==> config.mk <==
export PLATFORM = sky130hd
export DESIGN_NAME = sci_xcvr
export DESIGN_NICKNAME = d
export VERILOG_FILES = /design/src/rtl/sci_pkg.sv /design/src/rtl/sci_baud.sv /design/src/rtl/sci_tx.sv /design/src/rtl/sci_rx.sv /design/src/rtl/sci_xcvr.sv
export SDC_FILE = /design/constraint.sdc
export NUM_CORES = 1
export LEC_CHECK = 0
export ABC_AREA = 1
export BUFFER_PORTS_ARGS = -buffer_cell sky130_fd_sc_hd__buf_2
export CAP_MARGIN = 40
export CORE_MARGIN = 5
export CORE_UTILIZATION = 45
export DETAILED_ROUTE_END_ITERATION = 8
export GPL_ROUTABILITY_DRIVEN = 0
export GPL_TIMING_DRIVEN = 0
export SYNTH_ARGS = -nofsm -noshare
export SYNTH_HDL_FRONTEND = slang
export SYNTH_HIERARCHICAL = 1
export SYNTH_SLANG_ARGS = --single-unit
==> constraint.sdc <==
create_clock -name clk_i -period 1.84 [get_ports clk_i]
set_input_delay 0.276 -clock clk_i [delete_from_list [all_inputs] [get_ports clk_i]]
set_output_delay 0.276 -clock clk_i [all_outputs]
set_load 0.01 [all_outputs]
==> src/rtl/sci_pkg.sv <==
package sci_pkg;
  // bit 7 .. bit 0
  typedef struct packed {
    logic mute;
    logic tx_ie;
    logic pe_ie;
    logic par_odd;
    logic par_en;
    logic wake_addr;
    logic len9;
    logic off;
  } ctrl_t;

  typedef struct packed {
    logic len9;
    logic par_en;
    logic par_odd;
  } fmt_t;

  localparam logic [1:0] ADDR_CTRL = 2'd0;
  localparam logic [1:0] ADDR_STAT = 2'd1;
  localparam logic [1:0] ADDR_DATA = 2'd2;
  localparam logic [1:0] ADDR_EXT  = 2'd3;
endpackage

==> src/rtl/sci_baud.sv <==
module sci_baud #(
  parameter int DIV = 4
) (
  input  logic clk_i,
  input  logic rst_ni,
  input  logic run_i,
  output logic tick_o
);
  localparam int CW = (DIV > 1) ? $clog2(DIV) : 1;
  localparam logic [CW-1:0] LAST = CW'(DIV - 1);

  logic [CW-1:0] cnt_q;

  always_ff @(posedge clk_i or negedge rst_ni) begin
    if (!rst_ni)             cnt_q <= '0;
    else if (!run_i)         cnt_q <= '0;
    else if (cnt_q == LAST)  cnt_q <= '0;
    else                     cnt_q <= cnt_q + 1'b1;
  end

  assign tick_o = run_i && (cnt_q == LAST);
endmodule

==> src/rtl/sci_tx.sv <==
module sci_tx import sci_pkg::*; #(
  parameter int OVS = 16
) (
  input  logic       clk_i,
  input  logic       rst_ni,
  input  logic       tick_i,
  input  logic       start_i,
  input  fmt_t       fmt_i,
  input  logic [8:0] word_i,
  output logic       busy_o,
  output logic       tx_o
);
  localparam int SW = $clog2(OVS);
  localparam logic [SW-1:0] SUB_END = SW'(OVS - 1);

  logic [SW-1:0] sub_q;
  logic [3:0]    idx_q;
  logic [10:0]   sh_q;
  logic          busy_q, len9_q;
  logic [8:0]    w;
  logic          par;

  // parity overwrites the top data bit
  always_comb begin
    w = word_i;
    if (fmt_i.len9) begin
      par = ^word_i[7:0] ^ fmt_i.par_odd;
      if (fmt_i.par_en) w[8] = par;
    end else begin
      par = ^word_i[6:0] ^ fmt_i.par_odd;
      if (fmt_i.par_en) w[7] = par;
    end
  end

  always_ff @(posedge clk_i or negedge rst_ni) begin
    if (!rst_ni) begin
      sub_q  <= '0;
      idx_q  <= '0;
      sh_q   <= '1;
      busy_q <= 1'b0;
      len9_q <= 1'b0;
    end else if (start_i && !busy_q) begin
      sh_q   <= fmt_i.len9 ? {1'b1, w, 1'b0} : {2'b11, w[7:0], 1'b0};
      busy_q <= 1'b1;
      sub_q  <= '0;
      idx_q  <= '0;
      len9_q <= fmt_i.len9;
    end else if (busy_q && tick_i) begin
      if (sub_q == SUB_END) begin
        sub_q <= '0;
        if (idx_q == (len9_q ? 4'd10 : 4'd9)) begin
          busy_q <= 1'b0;
        end else begin
          idx_q <= idx_q + 4'd1;
          sh_q  <= {1'b1, sh_q[10:1]};
        end
      end else begin
        sub_q <= sub_q + 1'b1;
      end
    end
  end

  assign busy_o = busy_q;
  assign tx_o   = busy_q ? sh_q[0] : 1'b1;
endmodule

==> src/rtl/sci_rx.sv <==
module sci_rx import sci_pkg::*; #(
  parameter int OVS = 16
) (
  input  logic       clk_i,
  input  logic       rst_ni,
  input  logic       tick_i,
  input  logic       rx_i,
  input  fmt_t       fmt_i,
  input  logic       mute_i,
  input  logic       idle_wake_en_i,
  output logic       busy_o,
  output logic       done_o,
  output logic [8:0] word_o,
  output logic       msb_o,
  output logic       perr_o,
  output logic       ferr_o,
  output logic       idle_seen_o
);
  localparam int SW  = $clog2(OVS);
  localparam int MID = OVS / 2;
  localparam int IW  = $clog2(11 * OVS + 1);
  localparam logic [SW-1:0] SUB_END = SW'(OVS - 1);

  logic [1:0]    sync_q;
  logic          rx_s;
  logic [SW-1:0] sub_q;
  logic [3:0]    idx_q, di;
  logic [8:0]    d_q;
  logic          s_a, s_b, maj, px;
  fmt_t          fmt_q;
  logic          busy_q, done_q, msb_q, perr_q, ferr_q;
  logic [8:0]    word_q;
  logic [IW-1:0] idle_q, idle_lim;

  assign rx_s     = sync_q[1];
  assign maj      = (s_a & s_b) | (s_a & rx_s) | (s_b & rx_s);
  assign di       = idx_q - 4'd1;
  assign px       = fmt_q.len9 ? ^d_q : ^d_q[7:0];
  assign idle_lim = fmt_i.len9 ? IW'(11 * OVS) : IW'(10 * OVS);

  always_ff @(posedge clk_i or negedge rst_ni) begin
    if (!rst_ni) sync_q <= 2'b11;
    else         sync_q <= {sync_q[0], rx_i};
  end

  always_ff @(posedge clk_i or negedge rst_ni) begin
    if (!rst_ni) begin
      sub_q <= '0; idx_q <= '0; d_q <= '0; s_a <= 1'b1; s_b <= 1'b1;
      fmt_q <= '0; busy_q <= 1'b0; done_q <= 1'b0; msb_q <= 1'b0;
      perr_q <= 1'b0; ferr_q <= 1'b0; word_q <= '0; idle_q <= '0;
    end else begin
      done_q <= 1'b0;
      if (!busy_q) begin
        if (tick_i && !rx_s) begin
          busy_q <= 1'b1;
          sub_q  <= '0;
          idx_q  <= '0;
          fmt_q  <= fmt_i;
          idle_q <= '0;
        end else if (!mute_i) begin
          idle_q <= '0;
        end else if (tick_i && idle_q < idle_lim) begin
          idle_q <= idle_q + 1'b1;
        end
      end else if (tick_i) begin
        if (sub_q == SW'(MID - 1)) s_a <= rx_s;
        if (sub_q == SW'(MID))     s_b <= rx_s;
        if (sub_q == SW'(MID + 1)) begin
          if (idx_q == 4'd0) begin
            if (maj) busy_q <= 1'b0;  // false start
          end else if (idx_q == (fmt_q.len9 ? 4'd10 : 4'd9)) begin
            busy_q <= 1'b0;
            done_q <= 1'b1;
            word_q <= fmt_q.len9 ? d_q : {1'b0, d_q[7:0]};
            msb_q  <= fmt_q.len9 ? d_q[8] : d_q[7];
            perr_q <= fmt_q.par_en && (px != fmt_q.par_odd);
            ferr_q <= !maj;
          end else begin
            d_q[di] <= maj;
          end
        end
        if (sub_q == SUB_END) begin
          sub_q <= '0;
          idx_q <= idx_q + 4'd1;
        end else begin
          sub_q <= sub_q + 1'b1;
        end
      end
    end
  end

  assign busy_o      = busy_q;
  assign done_o      = done_q;
  assign word_o      = word_q;
  assign msb_o       = msb_q;
  assign perr_o      = perr_q;
  assign ferr_o      = ferr_q;
  assign idle_seen_o = mute_i && idle_wake_en_i && (idle_q >= idle_lim);
endmodule

==> src/rtl/sci_xcvr.sv <==
module sci_xcvr import sci_pkg::*; #(
  parameter int DIV = 4,
  parameter int OVS = 16
) (
  input  logic       clk_i,
  input  logic       rst_ni,
  input  logic       reg_wr_i,
  input  logic       reg_rd_i,
  input  logic [1:0] reg_addr_i,
  input  logic [7:0] reg_wdata_i,
  output logic [7:0] reg_rdata_o,
  input  logic       rx_i,
  output logic       tx_o,
  output logic       irq_o
);
  ctrl_t      ctrl_q;
  fmt_t       fmt;
  logic [8:0] tdr_q, rdr_q;
  logic       tdre_q, rxne_q, pe_q, fe_q;
  logic       tx_busy, rx_busy, run, tick, tx_start;
  logic       rx_done, rx_msb, rx_perr, rx_ferr, idle_seen;
  logic [8:0] rx_word;
  logic       deliver, mute_clr;
  logic       wr_ctrl, wr_stat, wr_data, wr_ext, rd_data;

  assign wr_ctrl = reg_wr_i && reg_addr_i == ADDR_CTRL;
  assign wr_stat = reg_wr_i && reg_addr_i == ADDR_STAT;
  assign wr_data = reg_wr_i && reg_addr_i == ADDR_DATA;
  assign wr_ext  = reg_wr_i && reg_addr_i == ADDR_EXT;
  assign rd_data = reg_rd_i && reg_addr_i == ADDR_DATA;

  always_comb begin
    fmt.len9    = ctrl_q.len9;
    fmt.par_en  = ctrl_q.par_en;
    fmt.par_odd = ctrl_q.par_odd;
  end

  // disable waits for both directions to go quiet
  assign run      = !(ctrl_q.off && !tx_busy && !rx_busy);
  assign tx_start = !tdre_q && !tx_busy && !ctrl_q.off;
  assign deliver  = rx_done && (!ctrl_q.mute || (ctrl_q.wake_addr && rx_msb));
  assign mute_clr = (ctrl_q.mute && ctrl_q.wake_addr && rx_done && rx_msb) || idle_seen;

  sci_baud #(.DIV(DIV)) i_baud (
    .clk_i(clk_i), .rst_ni(rst_ni), .run_i(run), .tick_o(tick)
  );

  sci_tx #(.OVS(OVS)) i_tx (
    .clk_i(clk_i), .rst_ni(rst_ni), .tick_i(tick), .start_i(tx_start),
    .fmt_i(fmt), .word_i(tdr_q), .busy_o(tx_busy), .tx_o(tx_o)
  );

  sci_rx #(.OVS(OVS)) i_rx (
    .clk_i(clk_i), .rst_ni(rst_ni), .tick_i(tick), .rx_i(rx_i), .fmt_i(fmt),
    .mute_i(ctrl_q.mute), .idle_wake_en_i(!ctrl_q.wake_addr), .busy_o(rx_busy),
    .done_o(rx_done), .word_o(rx_word), .msb_o(rx_msb), .perr_o(rx_perr),
    .ferr_o(rx_ferr), .idle_seen_o(idle_seen)
  );

  always_ff @(posedge clk_i or negedge rst_ni) begin
    if (!rst_ni) begin
      ctrl_q <= '0;
      tdr_q  <= '0;
      tdre_q <= 1'b1;
      rdr_q  <= '0;
      rxne_q <= 1'b0;
      pe_q   <= 1'b0;
      fe_q   <= 1'b0;
    end else begin
      if (wr_ctrl)       ctrl_q      <= ctrl_t'(reg_wdata_i);
      else if (mute_clr) ctrl_q.mute <= 1'b0;

      if (wr_ext) tdr_q[8] <= reg_wdata_i[0];
      if (wr_data) begin
        tdr_q[7:0] <= reg_wdata_i;
        tdre_q     <= 1'b0;
      end else if (tx_start) begin
        tdre_q <= 1'b1;
      end

      if (deliver) begin
        rdr_q  <= rx_word;
        rxne_q <= 1'b1;
      end else if (rd_data) begin
        rxne_q <= 1'b0;
      end

      if (deliver && rx_perr)             pe_q <= 1'b1;
      else if (wr_stat && reg_wdata_i[2]) pe_q <= 1'b0;
      if (deliver && rx_ferr)             fe_q <= 1'b1;
      else if (wr_stat && reg_wdata_i[3]) fe_q <= 1'b0;
    end
  end

  always_comb begin
    unique case (reg_addr_i)
      ADDR_CTRL: reg_rdata_o = ctrl_q;
      ADDR_STAT: reg_rdata_o = {4'b0, fe_q, pe_q, rxne_q, tdre_q};
      ADDR_DATA: reg_rdata_o = rdr_q[7:0];
      default:   reg_rdata_o = {7'b0, rdr_q[8]};
    endcase
  end

  assign irq_o = (tdre_q && ctrl_q.tx_ie) || (pe_q && ctrl_q.pe_ie);
endmodule

==> out/qor.yml, run 1 <==
clock_network:
  clk_pin_slew_ps: 70
  cts_buffers: 9
  tritoncts: "done"
  clkLatencyLatePin_ps: 350
  cts_root_buf: "clkbuf_16"
  h-tree-depth: 3
  clockBufferDepth: 2
  cts_sinks: 98
layout:
  drive_above_1_share_pct: 19.1
  layout_commonest_cell: "nand2_1"
  utilization_pct: 53.7
  final_nets: 747
  layout_common_cells: "nand2_1, dfrtp_1, inv_1, nand3_1, nor2_1"
  multi_input_area_um2: 2440
  nFillCells: 1069
  areaGrowthSynthToFinish_pct: 17.4
  regArea_um2: 2470
  diodes: 0
  stdcell_count: 866
place:
  hpwl_mm: 8.33
  placed_cells: 828
  io_buffer_count: 23
sta:
  final.period_utilization_pct: 95.9
  worst_pin_slew_ps: 462
  finalCriticalPeriod_ps: 1760
  hold_viol_final: 0
  rsz0062_at_grt: "yes"
  relSlewSlack_pct: 69.2
  slew_violations: 0
  max_freq_mhz: 567
  finalSetupViolations: 0
  clock_skew_ps: 7.96
  setup-tns-final_ps: 0
synthesis:
  synth-warning-count: 6
  synth_fp_nets: 690
  avgSynthCellArea_um2: 7.90
  synth_seq_area_share_pct: 47.3
  synth_cell_type_count: 40
  synth_top_area_cell: "dfrtp_1"
  synth_seq_cells: 98
  synth_top_area_share_pct: 39.8
  synth_area_leaders: "dfrtp_1, nand2_1, dfstp_2"
  synth_area_um2: 5220
  synthCells: 661
worst_setup_path:
  arrival_ps: 2000
  required_ps: 2070
  criticalPathCategory: "flip-flop to flip-flop"
  cp-startpoint: "ctrl_q[0]$_DFFE_PN0P_"
  endpoint_kind: "flip-flop"
  timing.rr.start: "ctrl_q[0]$_DFFE_PN0P_"
  cp-start-kind: "flip-flop"
  cp_max_fo: 6
route:
  dr_total_vias: 4311
  drc: 0
  drtPass1Iterations: 4
  vias_per_cell: 4.98
  wl_per_cell_um: 13.7
  ant_nets: 0
  drtIter0Drc: 321
  wl_mm: 11.8
floorplanning:
  design.die.area_um2: 13900
  core_area_um2: 11400
  pin_count: 25
  die_y_um: 118
  initial_core_util_pct: 45.7
  num_rows: 39
  die_x_um: 118
global_route:
  grt_usage_pct: 17.4
  grt_first_pass_wirelength_mm: 20.0
  antenna_found_initial: 0
  grt_pass1_vias: 4143
  grt_max_degree: 67
  grt_overflow: 0
flow_run:
  maxCapViolations: 0
status:
  status: "completed"
min_path:
  min_path_type: "primary input to flip-flop"
  hold_start: "rx_i"
power_and_ir_drop:
  power_mw: 6.96
  ir_drop_v: 0.000941
  power_density_nw_per_um2: 1140
  p_leak_nw: 3.17
## state kept, by name (all words and copies together), names as in the netlist, 8 cells and up
name and cells:
i_tx/sh_q 10, i_rx/d_q 9, i_rx/word_o 9, rdr_q 9, tdr_q 9, ctrl_q 8, i_rx/idle_q 8
## layer usage
layer | routed length [um] | vias to the layer above | track usage, %
met4 | 170 | 0 | 6.67
met2 | 5790 | 63 | 28.1
met5 | 0 | - | 0
met3 | 416 | 12 | 2.98
met1 | 5450 | 2006 | 23.3
li1 | - | 2230 | -
## cell families after synthesis
kind of cell    synth area share [%]
flops                           47.3
compound gates                  7.69
simple gates                    32.8
xor+xnor                        1.51
buf+inv                         7.12
fa+ha+maj                       3.55
## where the power goes
group          leakage (nW)  switching, mW  internal [mW]  total, mW
clock                 0.147          0.807           1.10       1.90
combinational          1.77           1.29          0.783       2.07
sequential             1.25          0.368           2.62       2.99
## what timing repair did
action | in CTS | in global routing
pin swaps | 1 | 9
setup buffers | 2 | 17
hold buffers | 1 | 0
cloned | 0 | 2
endpoints found under the hold margin | 23 | 0
endpoints found under the setup margin | 50 | 45
gates resized for setup | 5 | 27
## path summary, 6_finish.rpt
path	slack, ps	to	cells past startpoint
hold reg to reg	360	i_rx/sync_q[1]$_DFF_PN1_	0
max in group asynchronous	720	i_tx/sh_q[9]$_DFFE_PN1P_	3
hold / removal	30	i_rx/sync_q[0]$_DFF_PN1_	1
setup / recovery	80	i_tx/idx_q[3]$_DFFE_PN0P_	12
setup reg to reg	80	i_tx/idx_q[3]$_DFFE_PN0P_	12
min in group asynchronous	430	i_tx/idx_q[0]$_DFFE_PN0P_	2
## critical path, stage by stage (launching register included)
cell and delay, ps:
dfrtp_2 420, nand3b_1 140, nand2_1 80, inv_2 120, buf_4 140, nand2_2 70
o21ai_4 140, nand3_2 120, nand2_4 140, buf_4 130, nand3_1 50, nand2_1 70
a21oi_1 40
## layout make-up
| cell class | instances | area share, % |
|---|---|---|
| Tap cell | 143 | 2.92 |
| Clock buffer | 12 | 4.02 |
| Sequential cell | 98 | 40.4 |
| Inverter | 79 | 5.08 |
| Clock inverter | 4 | 0.858 |
| Timing Repair Buffer | 46 | 5.57 |
| Multi-Input combinational cell | 475 | 39.9 |
| Buffer | 9 | 1.25 |
## through the flow
stage | setup slack, ps | area [um^2] | hold WS [ps]
2_1_floorplan | 153 | 5220 | -19.6
3_3_place_gp | -561 | 5510 | 347
3_5_place_dp | -215 | 5540 | 263
4_1_cts | 34.4 | 5880 | 13.1
5_1_grt | -52.8 | 6130 | 10.2
6_report | 76.3 | 6130 | 26.2
## synth_stat cells
library cell  instances
nand2_1             246
dfrtp_1              83
inv_1                69
nand3_1              50
nor2_1               36
o21ai_0              32
nand4_1              19
dfstp_2              15
ha_1                 14
nor3_1               14
a21oi_1              11
inv_2                 6
o21ai_2               6
nor2_4                5
xor2_1                5
buf_2                 4
nor2_2                4
o22ai_2               4
xnor2_1               4
a21oi_2               3
buf_6                 3
inv_4                 3
nand2_2               3
nand2_4               3
nor3b_1               3
o21ai_1               2
a221oi_1              1
a22o_1                1
a22oi_1               1
buf_4                 1
clkbuf_2              1
clkinv_2              1
maj3_1                1
nand2_8               1
nand3_2               1
nand3b_1              1
nor2_8                1
o211ai_1              1
o21a_1                1
o31ai_1               1
(Power assumes the default switching activity.)
==> run 2, diff against run 1 <==
--- a/config.mk
+++ b/config.mk
@@ -13,6 +13,7 @@
 export DETAILED_ROUTE_END_ITERATION = 8
 export GPL_ROUTABILITY_DRIVEN = 0
 export GPL_TIMING_DRIVEN = 0
+export PLACE_DENSITY = 0.7
 export SYNTH_ARGS = -nofsm -noshare
 export SYNTH_HDL_FRONTEND = slang
 export SYNTH_HIERARCHICAL = 1
==> run 2 against run 1 <==
  * Sequential power is essentially flat
  * Register-to-register slack is essentially flat
  * Highest routed layer unchanged
  * Power shrank 0.88%
==> out/qor.yml, run 2 (same netlist as run 1, synthesis figures left out) <==
layout:
  final_nets: 740
  drive_above_1_share_pct: 19.3
  layout_commonest_cell: "nand2_1"
  multi_input_area_um2: 2470
  regArea_um2: 2470
  utilization_pct: 53.2
  nFillCells: 1077
  diodes: 0
  layout_common_cells: "nand2_1, dfrtp_1, inv_1, nand3_1, nor2_1"
  largest_reg_flops: 10
  top_register: "i_tx/sh_q"
  areaGrowthSynthToFinish_pct: 16.3
global_route:
  grt_first_pass_wirelength_mm: 20.8
  antenna_found_initial: 0
  grt_usage_pct: 17.6
  grt_pass1_vias: 4494
  grt_max_degree: 59
  grt_overflow: 0
worst_setup_path:
  timing.rr.start: "ctrl_q[0]$_DFFE_PN0P_"
  max_stage_delay_ps: 420
  crit_chain: "nand3b_1 -> nand2_1 -> inv_2 -> nand2_2 -> clkinv_2 -> nand2_2 -> nor2_4 -> inv_4 -> nor2_8 -> inv_4 -> buf_8 -> nand2_1 -> nand2_1"
  r2r_cells: 13
  crit_top_cell: "nand2_1"
  crit_path_top_delay_cell: "dfrtp_1"
  crit_buf_inv: 5
  endpoint_kind: "flip-flop"
  cpLargestDelayFamily: "simple AND/OR/NAND/NOR gates"
  cp-start-kind: "flip-flop"
  r2r_end: "i_rx/word_o[6]$_DFFE_PN0P_"
  required_ps: 2080
  cp_max_fo: 10
  cp-startpoint: "ctrl_q[0]$_DFFE_PN0P_"
  arrival_ps: 2010
  worst-path-stages: 13
  rrSetupSlack_ps: 70
  criticalPathCategory: "flip-flop to flip-flop"
  crit_path_end: "i_rx/word_o[6]$_DFFE_PN0P_"
sta:
  slew_violations: 0
  worst_pin_slew_ps: 558
  finalCriticalPeriod_ps: 1770
  hold_viol_final: 0
  relSlewSlack_pct: 62.8
  rsz0062_at_grt: "yes"
  max_freq_mhz: 565
  final.period_utilization_pct: 96.2
  fin_ws_ps: 69.4
  clock_skew_ps: 3.97
  finalSetupViolations: 0
clock_network:
  h-tree-depth: 3
  clockBufferDepth: 2
  clk_pin_slew_ps: 60
  cts_sinks: 98
  cts_root_buf: "clkbuf_16"
  cts_buffers: 9
  clkLatencyLatePin_ps: 340
  tritoncts: "done"
floorplanning:
  core_area_um2: 11400
  die_x_um: 118
  die_y_um: 118
  num_rows: 39
  design.die.area_um2: 13900
  pin_count: 25
  initial_core_util_pct: 45.7
flow_run:
  maxCapViolations: 0
min_path:
  min_path_type: "primary input to flip-flop"
  hold_depth: 1
power_and_ir_drop:
  combPwrFrac_pct: 29.8
  power_density_nw_per_um2: 1140
  p_int_mw: 4.45
  switchingPower_mw: 2.45
  power_frac_seq_pct: 43.4
  clkPwrFrac_pct: 26.8
  p_sw_share_pct: 35.5
  p_leak_nw: 3.14
  ir_drop_v: 0.000854
route:
  ant_nets: 0
  vias_per_cell: 5.19
  drtIter0Drc: 368
  drc: 0
  drtPass1Iterations: 5
  dr_total_vias: 4455
  wl_mm: 12.0
  wl_per_cell_um: 13.9
status:
  status: "completed"
place:
  dp_slack_ps: -217
  hpwl_mm: 8.50
  io_buffer_count: 23
==> run 2: cell types whose count changed in the layout (fill, tap and decap cells not counted), sizes merged <==
cell / delta
clkbuf: +1
buf: -8
nor2: +1
inv: -1
==> run 2: what timing repair did <==
action | in CTS | in global routing
buffers inserted | 3 | 8
hold endpoints to repair | 32 | 0
hold buffers | 1 | 0
gates cloned | 1 | 2
resized for setup | 4 | 28
setup endpoints to repair | 50 | 46
pin swaps | 1 | 4
==> run 2: worst min-delay path by stage <==
| stage | start | endpoint | slack (ps) |
|---|---|---|---|
| 2_1_floorplan | rst_ni | ctrl_q[0]$_DFFE_PN0P_ | -20 |
| 3_3_place_gp | i_rx/sync_q[0]$_DFF_PN1_ | i_rx/sync_q[1]$_DFF_PN1_ | 350 |
| 3_5_place_dp | rst_ni | tdr_q[0]$_DFFE_PN0P_ | 310 |
| 4_1_cts | rx_i | i_rx/sync_q[0]$_DFF_PN1_ | 20 |
| 5_1_grt | rx_i | i_rx/sync_q[0]$_DFF_PN1_ | 20 |
| 6_report | rx_i | i_rx/sync_q[0]$_DFF_PN1_ | 30 |
==> run 2: final cells by class <==
| type | instances | share of cell area (%) |
|---|---|---|
| clock inverter | 3 | 0.659 |
| multi-input combinational | 476 | 40.6 |
| clock buffer | 13 | 4.12 |
| inverter | 79 | 5.11 |
| buffer | 9 | 1.32 |
| timing repair buffer | 38 | 4.45 |
| sequential | 98 | 40.8 |
| tap | 143 | 2.95 |
==> run 2: layer usage <==
| layer | wire length [um] | GRT usage (%) | vias to the layer above | share of wire (%) |
|---|---|---|---|---|
| li1 | - | - | 2213 | - |
| met1 | 5250 | 22.4 | 2134 | 44 |
| met2 | 6080 | 30.6 | 87 | 51 |
| met3 | 439 | 3.46 | 21 | 3.7 |
| met4 | 199 | 4.95 | 0 | 1.7 |
| met5 | 0 | 0 | - | 0 |
==> run 2: power groups by stage <==
stage	logic [mW]	registers (mW)	clock network (mW)
floorplan	1.39	2.91	0
detailed placement	1.82	3.03	0
finish	2.05	3.00	1.85
CTS	1.87	2.98	1.89
global route	2.34	3.05	1.98
global placement	1.70	3.00	0
==> run 2: per-stage QoR <==
step           cell area (um^2)  instances  hold slack, ps  TNS, ps  total power [mW]
5_1_grt                    6070        859            22.8     -782              7.38
2_1_floorplan              5220        661           -19.6        0              4.30
4_1_cts                    5880        849            22.0        0              6.75
3_5_place_dp               5540        828             309    -5580              4.85
3_3_place_gp               5510        827             347   -44870              4.70
6_report                   6070        859            31.7        0              6.90
